`src/rtl/boot_block_loader.sv`:
```
module boot_block_loader #(
  parameter int AW = 32,
  parameter int MAX_BLOCKS = 256
) (
  input  logic          clk,
  input  logic          rst_n,
  input  logic          start,
  input  logic [AW-1:0] base_addr,
  output logic          src_req,
  output logic [AW-1:0] src_addr,
  input  logic          src_valid,
  input  logic [31:0]   src_rdata,
  output logic          dst_we,
  output logic [AW-1:0] dst_addr,
  output logic [31:0]   dst_wdata,
  output logic [3:0]    dst_be,
  output logic [AW-1:0] entry_addr,
  output logic          done,
  output logic          error
);
  localparam int BCW = $clog2(MAX_BLOCKS + 1);

  typedef enum logic [3:0] {
    S_IDLE, S_HDR, S_EXEC, S_FILL, S_CRD, S_CWR, S_STEP, S_DONE, S_ERR
  } state_t;

  state_t        st;
  logic [1:0]    idx;
  logic [31:0]   flag, cnt, arg, cdata;
  logic [AW-1:0] tgt, cur;
  logic [31:0]   off;
  logic [BCW-1:0] nblk;
  logic          first_hdr;

  wire [7:0]  sig     = flag[31:24];
  wire        sig_ok  = (sig == 8'hAD) || (sig == 8'hAC) || (sig == 8'hAB);
  wire        f_fill  = flag[8];
  wire        f_ign   = flag[12];
  wire        f_first = flag[14];
  wire        f_final = flag[15];
  wire        last    = ({1'b0, off} + 33'd4) >= {1'b0, cnt};
  wire [31:0] rem     = cnt - off;

  assign src_req   = (st == S_HDR) || (st == S_CRD);
  assign src_addr  = (st == S_HDR) ? cur + AW'({idx, 2'b00})
                                   : cur + AW'(16) + AW'(off);
  assign dst_we    = (st == S_FILL) || (st == S_CWR);
  assign dst_addr  = tgt + AW'(off);
  assign dst_wdata = (st == S_FILL) ? arg : cdata;
  assign dst_be    = (rem >= 32'd4) ? 4'b1111 :
                     (rem == 32'd3) ? 4'b0111 :
                     (rem == 32'd2) ? 4'b0011 : 4'b0001;
  assign done      = (st == S_DONE);
  assign error     = (st == S_ERR);

  always_ff @(posedge clk) begin
    if (!rst_n) begin
      st         <= S_IDLE;
      idx        <= '0;
      flag       <= '0;
      cnt        <= '0;
      arg        <= '0;
      cdata      <= '0;
      tgt        <= '0;
      cur        <= '0;
      off        <= '0;
      nblk       <= '0;
      first_hdr  <= 1'b0;
      entry_addr <= '0;
    end else begin
      case (st)
        S_IDLE: if (start) begin
          cur        <= base_addr;
          idx        <= '0;
          nblk       <= '0;
          first_hdr  <= 1'b1;
          entry_addr <= '0;
          st         <= S_HDR;
        end
        S_HDR: if (src_valid) begin
          case (idx)
            2'd0: flag <= src_rdata;
            2'd1: tgt  <= AW'(src_rdata);
            2'd2: cnt  <= src_rdata;
            default: arg <= src_rdata;
          endcase
          idx <= idx + 2'd1;
          if (idx == 2'd3) st <= S_EXEC;
        end
        S_EXEC: begin
          off       <= '0;
          first_hdr <= 1'b0;
          if (first_hdr && !(cnt == 32'd0 && sig_ok)) st <= S_ERR;
          else begin
            if (f_first) entry_addr <= tgt;
            if (f_ign || cnt == 32'd0) st <= S_STEP;
            else if (f_fill)           st <= S_FILL;
            else                       st <= S_CRD;
          end
        end
        S_FILL: begin
          off <= off + 32'd4;
          if (last) st <= S_STEP;
        end
        S_CRD: if (src_valid) begin
          cdata <= src_rdata;
          st    <= S_CWR;
        end
        S_CWR: begin
          off <= off + 32'd4;
          st  <= last ? S_STEP : S_CRD;
        end
        S_STEP: begin
          if (f_final) st <= S_DONE;
          else if (32'(nblk) + 32'd1 >= 32'(MAX_BLOCKS)) st <= S_ERR;
          else begin
            nblk <= nblk + BCW'(1);
            cur  <= cur + AW'(16) + (f_fill ? AW'(0) : AW'(cnt));
            idx  <= '0;
            st   <= S_HDR;
          end
        end
        default: st <= S_IDLE;
      endcase
    end
  end
endmodule


```
`config.mk`:
```
export PLATFORM = sky130hd
export DESIGN_NAME = boot_block_loader
export DESIGN_NICKNAME = d
export VERILOG_FILES = /design/src/rtl/boot_block_loader.sv
export SDC_FILE = /design/constraint.sdc
export NUM_CORES = 1
export LEC_CHECK = 0
export BUFFER_PORTS_ARGS = -buffer_cell sky130_fd_sc_hd__buf_2
export CAP_MARGIN = 20
export CELL_PAD_IN_SITES_DETAIL_PLACEMENT = 1
export CELL_PAD_IN_SITES_GLOBAL_PLACEMENT = 1
export CORE_MARGIN = 3
export CORE_UTILIZATION = 33
export CTS_BUF_LIST = sky130_fd_sc_hd__clkbuf_8
export DETAILED_ROUTE_END_ITERATION = 12
export PLACE_DENSITY = 0.65
export SLEW_MARGIN = 20
export SYNTH_ARGS = -nofsm -noshare
export SYNTH_HDL_FRONTEND = slang
export SYNTH_SLANG_ARGS = --single-unit
```
`constraint.sdc`:
```
create_clock -name clk -period 4.3 [get_ports clk]
set_input_delay 0 -clock clk [delete_from_list [all_inputs] [get_ports clk]]
set_output_delay 0 -clock clk [all_outputs]
set_load 0.01 [all_outputs]
```
Yosys cells after proc, flatten, opt, wreduce, memory -nomap -nowiden
Index checks and enable logic that the tools add are counted.
{"block": "op_classes", "addsub": 11, "n_lt_le_gt_ge": 3, "n_eq_ne": 25, "muxes": 38, "bitwise_logic": 1, "reduce_logical": 27}
{"operator": "$mux 32", "n": 9}
{"operator": "$pmux 32 s2", "n": 3}
{"operator": "$add 32x32->32", "n": 3}
{"operator": "$eq 32x2->1 const B", "n": 2}
{"operator": "$mux 4", "n": 9}
{"operator": "$add 32x3->33 const B", "n": 1}
{"operator": "$ge 33x32->1", "n": 1}
{"operator": "$add 32x3->32 const B", "n": 1}
{"operator": "$add 32x4->32", "n": 1}
{"operator": "$add 32x5->32 const B", "n": 1}
{"operator": "$ge 32x3->1 const B", "n": 1}
{"operator": "$logic_not 32->1", "n": 1}
{"operator": "$sub 32x32->32", "n": 1}
{"operator": "$pmux 4 s7", "n": 1}
{"operator": "$mux 9", "n": 3}
{"operator": "$eq 8x8->1 const B", "n": 3}
{"operator": "$pmux 9 s2", "n": 1}
{"operator": "$eq 4x3->1 const B", "n": 4}
{"operator": "$ne 2x2->1 const B", "n": 8}
{"operator": "$mux 2", "n": 6}
{"operator": "$reduce_and 3->1", "n": 4}
{"operator": "$add 9x1->10 const B", "n": 1}
{"operator": "$ge 10x9->1 const B", "n": 1}
{"operator": "$reduce_and 5->1", "n": 2}
{"operator": "24 further kinds", "n": 37}
{"block": "totals", "ff_bits": 272, "input_bits": 68, "out_inout_bits": 136, "word_cells": 117}

Logic depth before layout (Yosys ltp)
{"block": "logic_depth", "depth_word": 8, "depth_mapped": 18, "depth_no_buf": 17}

Worst setup path before layout
No wires, ideal clock.
{"block": "synth_timing", "path_kind": "register -> register", "startpoint": "register cur[4]", "endpoint": "register cur[31]", "setup_ns": 0.136, "arrival_ns": 3.634, "path_slack_ns": 0.530, "path_stages_with_launch": 17, "n_path_buf": 1, "synth_period_minus_slack_ns": 3.770, "path_cell_list": "dfxtp_1 -> ha_1 -> nand3_1 -> nor4_2 -> nand3_1 -> or2_1 -> nor2_1 -> nand3_1 -> xnor2_1 -> ha_1 -> clkbuf_1 -> nor2b_1 -> a31oi_1 -> o211ai_1 -> o41ai_1 -> xnor2_1 -> a31oi_1"}
{"block": "synth_between", "elab_chain_len": 5}
{"item": "start: declaration", "line_no": "30", "rtl": "logic [AW-1:0] tgt, cur;"}
{"item": "start signal: assignment", "line_no": "73", "rtl": "cur <= base_addr;"}
{"item": "start signal: assignment", "line_no": "118", "rtl": "cur <= cur + AW'(16) + (f_fill ? AW'(0) : AW'(cnt));"}
{"item": "$add 32x5->32", "line_no": "118"}
{"item": "$add 32x32->32", "line_no": "118"}
{"item": "$mux 32", "line_no": "115", "rtl": "else if (32'(nblk) + 32'd1 >= 32'(MAX_BLOCKS)) st <= S_ERR;"}
{"item": "$mux 32", "line_no": "114", "rtl": "if (f_final) st <= S_DONE;"}
{"item": "$pmux 32 s2", "line_no": "71", "rtl": "case (st)"}
Every way passes these cells. The select of a mux whose other input is x is not followed.
A chain may end at the register's enable or synchronous reset.

Final worst setup path
{"block": "layout_timing", "startpoint": "register cur[5]", "endpoint": "output src_addr[30]"}
{"block": "layout_between", "elab_chain_len": 3, "word_cells_on_any_way": 4}
{"item": "$add 32x5->32", "line_no": "46", "rtl": ": cur + AW'(16) + AW'(off);"}
{"item": "$add 32x32->32", "line_no": "46"}
{"item": "$mux 32 *", "line_no": "45", "rtl": "assign src_addr = (st == S_HDR) ? cur + AW'({idx, 2'b00})"}
{"item": "end: declaration", "line_no": "10", "rtl": "output logic [AW-1:0] src_addr,"}
Every way passes the cells marked *; elsewhere a longest branch is shown, timed or not.

==> flow_summary.ini <==
[finish]
fin_area_sq_mm = 0.0232
utilization_pct = 41.8
nets = 2975
fill_cells = 6795
finalNonFillerCells = 3528
area.growth.synth_to_final_pct = 24.5
drive_gt1_share_pct = 19.1

[pwr]
p_leak_uw = 0.0101
power.total_uw = 6320
ir_drop_mv = 0.263
powerDensity_mw_per_mm2 = 272

[clock_network]
clk_pin_slew_ns = 0.06
cts_htree_levels = 2
clk_latency_ns = 0.67
cts_tree = built
cts_buffer_depth = 3
cts_root_buffer = clkbuf_8
cts_buffers = 49
cts_sinks = 250

[synthesis]
netlist_instances = 2447
synthSimpleGateAreaFrac_pct = 23.1
synth-xor-area-share_pct = 7.89
ys.flop_type = dfxtp_1
synth_top_family_by_area = compound AO/OA/AOI/OAI gates
avgSynthCellArea_sq_um = 7.62
synth_fa_ha_area_share_pct = 10.9
ys_warn_count = 0
ys_seq_elements = 250
ys_seq_area_share_pct = 26.8
ys_top_cells_by_area = dfxtp_1 (27%), ha_1 (11%), nand2_1 (8.7%)
synth-compound-area-share_pct = 24.0
async_flop_share_pct = 0
yosysTopAreaCell = dfxtp_1
synthDominantCellAreaShare_pct = 26.8
synthMuxAreaShare_pct = 2.31
syn-cell-area_sq_mm = 0.0187
synth_cell_types = 80
synth_edf_count = 0

[floorplan]
initial_core_util_pct = 33.6
rows = 86
dieArea_sq_mm = 0.0594
die_w_microns = 244
die_h_microns = 244
fp.coreArea_sq_mm = 0.0555
pin_count = 204

[placement]
gp_congestion = 0.899
place_area_sq_mm = 0.0206
dpl.cell_count = 3324
dp_hpwl_microns = 54400
portBuffers = 202

[timing]
tightest_slew_ns = 1.04
report.final.slew_viol_count = 0
min_period_ns = 4.28
setup_viol = 0
finalHoldViolations = 0
slew_headroom_pct = 30.9
hold_ws_ns = 0.154
rsz0062_at_grt = yes
fmax_mhz = 234
fin_skew_ns = 0.0551
fin_crit_sh_pct = 99.4

[drt]
wl_microns = 72200
drc = 0
dr.pass1.iters = 5
vias = 18836
drt_iter0_markers = 867
wl_per_cell_microns = 20.5
vias_per_cell = 5.34
ant_nets = 0

[setup_path]
crit_required_ns = 4.30
cp.arrival_ns = 4.28
worstPathMaxFanout = 4
start_kind = flop
setup.worst_path.class = reg -> out
cp-end-kind = output pin
r2r_cells = 19

[run]
maxCapViolCount = 0

[grt]
antenna_found_initial = 1
first_global_vias = 19299
grt_first_pass_wirelength_microns = 111000
grt_max_degree = 130
overflow = 0
grt_util_all_layers_pct = 23.4

[outcome]
status = finished, final reports clean

[hold_path]
hold_depth = 4
hold_path.class = in -> reg
==> flip-flops by register name, summed over array words and instances (netlist names) <==
name,cells
idx,2
entry_addr,32
cnt,32
st,4
flag,12
arg,32
tgt,32
cdata,32
nblk,9
off,30
cur,32
first_hdr,1
==> area by class of cell <==
cell class                      instances  area (sq um)  share of cell area, %
Antenna cell                            1          2.50                 0.0108
Timing Repair Buffer                  384          2590                   11.2
Tap cell                              748           936                   4.03
Multi-Input combinational cell       1964         13300                   57.3
Sequential cell                       250          5050                   21.8
Clock inverter                         30           216                  0.932
Inverter                               96           360                   1.55
Clock buffer                           55           757                   3.26
==> report_power, final <==
part | total, uW | switching (uW) | internal [uW]
registers | 2510 | 122 | 2390
logic | 1320 | 775 | 545
clock network | 2490 | 1140 | 1350
total | 6320 | 2040 | 4280
==> worst max-delay path, stage by stage, from the launching register on <==
cell	delay [ns]
dfxtp_4	0.37
ha_4	0.15
nand3_4	0.12
nor4_4	0.33
buf_4	0.18
nand3_4	0.09
xnor2_2	0.19
ha_2	0.33
and2_1	0.15
o21ai_0	0.27
nand2b_1	0.09
a21o_1	0.23
o2111ai_4	0.11
o211ai_1	0.20
a311oi_1	0.33
xor2_1	0.25
o21ai_1	0.08
buf_2	0.16
==> Yosys cell counts (all sizes together), types with 4 or more instances <==
cell type and count:
a2111oi 6, mux2 32, a41oi 4, nor2 169, ha 160, and4 6
o21bai 12, a21boi 147, or3 22, and3 17, o211a 16, a31oi 22
nor3 44, nor3b 7, nand2b 20, inv 96, o31ai 6, or2 5
nor4 18, o311ai 4, nor2b 73, nand3 51, xnor2 104, nand4 32
o21a 29, a22oi 51, a211oi 13, and2 23, a311oi 4, mux2i 7
a21o 57, xor2 64, o21ai 100, buf 16, a21oi 132, dfxtp 250
o211ai 24, o2111ai 11, clkbuf 122, nand2 432
==> per-layer routing <==
layer	global-route usage [%]	part of all wire [%]	vias up
met5	0	0	-
met4	6.62	2.7	0
met3	5.03	5.1	93
met2	37.5	45	349
met1	31.6	48	9250
li1	-	-	9144
==> final timing paths <==
| path | startpoint | slack [ns] | endpoint |
|---|---|---|---|
| setup / recovery | cur[5] | 0.02 | src_addr[30] |
| hold / removal | base_addr[27] | 0.15 | cur[27] |
| setup reg to reg | cur[4] | 0.17 | cur[24] |
| hold reg to reg | cdata[22] | 0.46 | cdata[22] |
==> layout by cell type, fill, tap and decap left out, types with 51 or more instances in the layout <==
cell type / netlist / routed
buf_4: 5 / 101
xor2_1: 64 / 61
nand2_1: 432 / 430
dfxtp_1: 250 / 224
buf_2: 4 / 200
nor2_1: 168 / 162
a21o_1: 57 / 57
nor2b_1: 72 / 72
clkbuf_8: 0 / 55
inv_1: 95 / 118
a22oi_1: 51 / 51
o21ai_0: 94 / 87
a21oi_1: 131 / 115
dlygate4sd3_1: 0 / 80
xnor2_1: 104 / 97
a21boi_0: 147 / 147
ha_1: 160 / 146
==> stage by stage <==
stage,setup WS (ns),setup TNS [ns]
floorplan,0.530,0
global placement,0.185,0
detailed placement,0.0841,0
CTS,0.00218,0
global route,-0.213,-1.24
finish,0.0243,0
==> timing repair <==
item	in CTS	in global routing
hold endpoints to repair	201	0
pin swaps	23	36
cloned	0	0
gates resized for setup	52	92
hold buffers	80	0
setup endpoints to repair	19	20
setup buffers	19	21
==> cells by family (layout without fill, tap and decap cells) <==
kind of cell,Yosys count,count (layout)
AOI/OAI and AO/OA,660,660
xor gates and xnor gates,168,168
adders and majority gates,162,162
buffers and inverters,234,565
DFF,250,250
muxes,39,39
other,2,4
and+or+nand+nor,932,932
(Power assumes the default switching activity.)
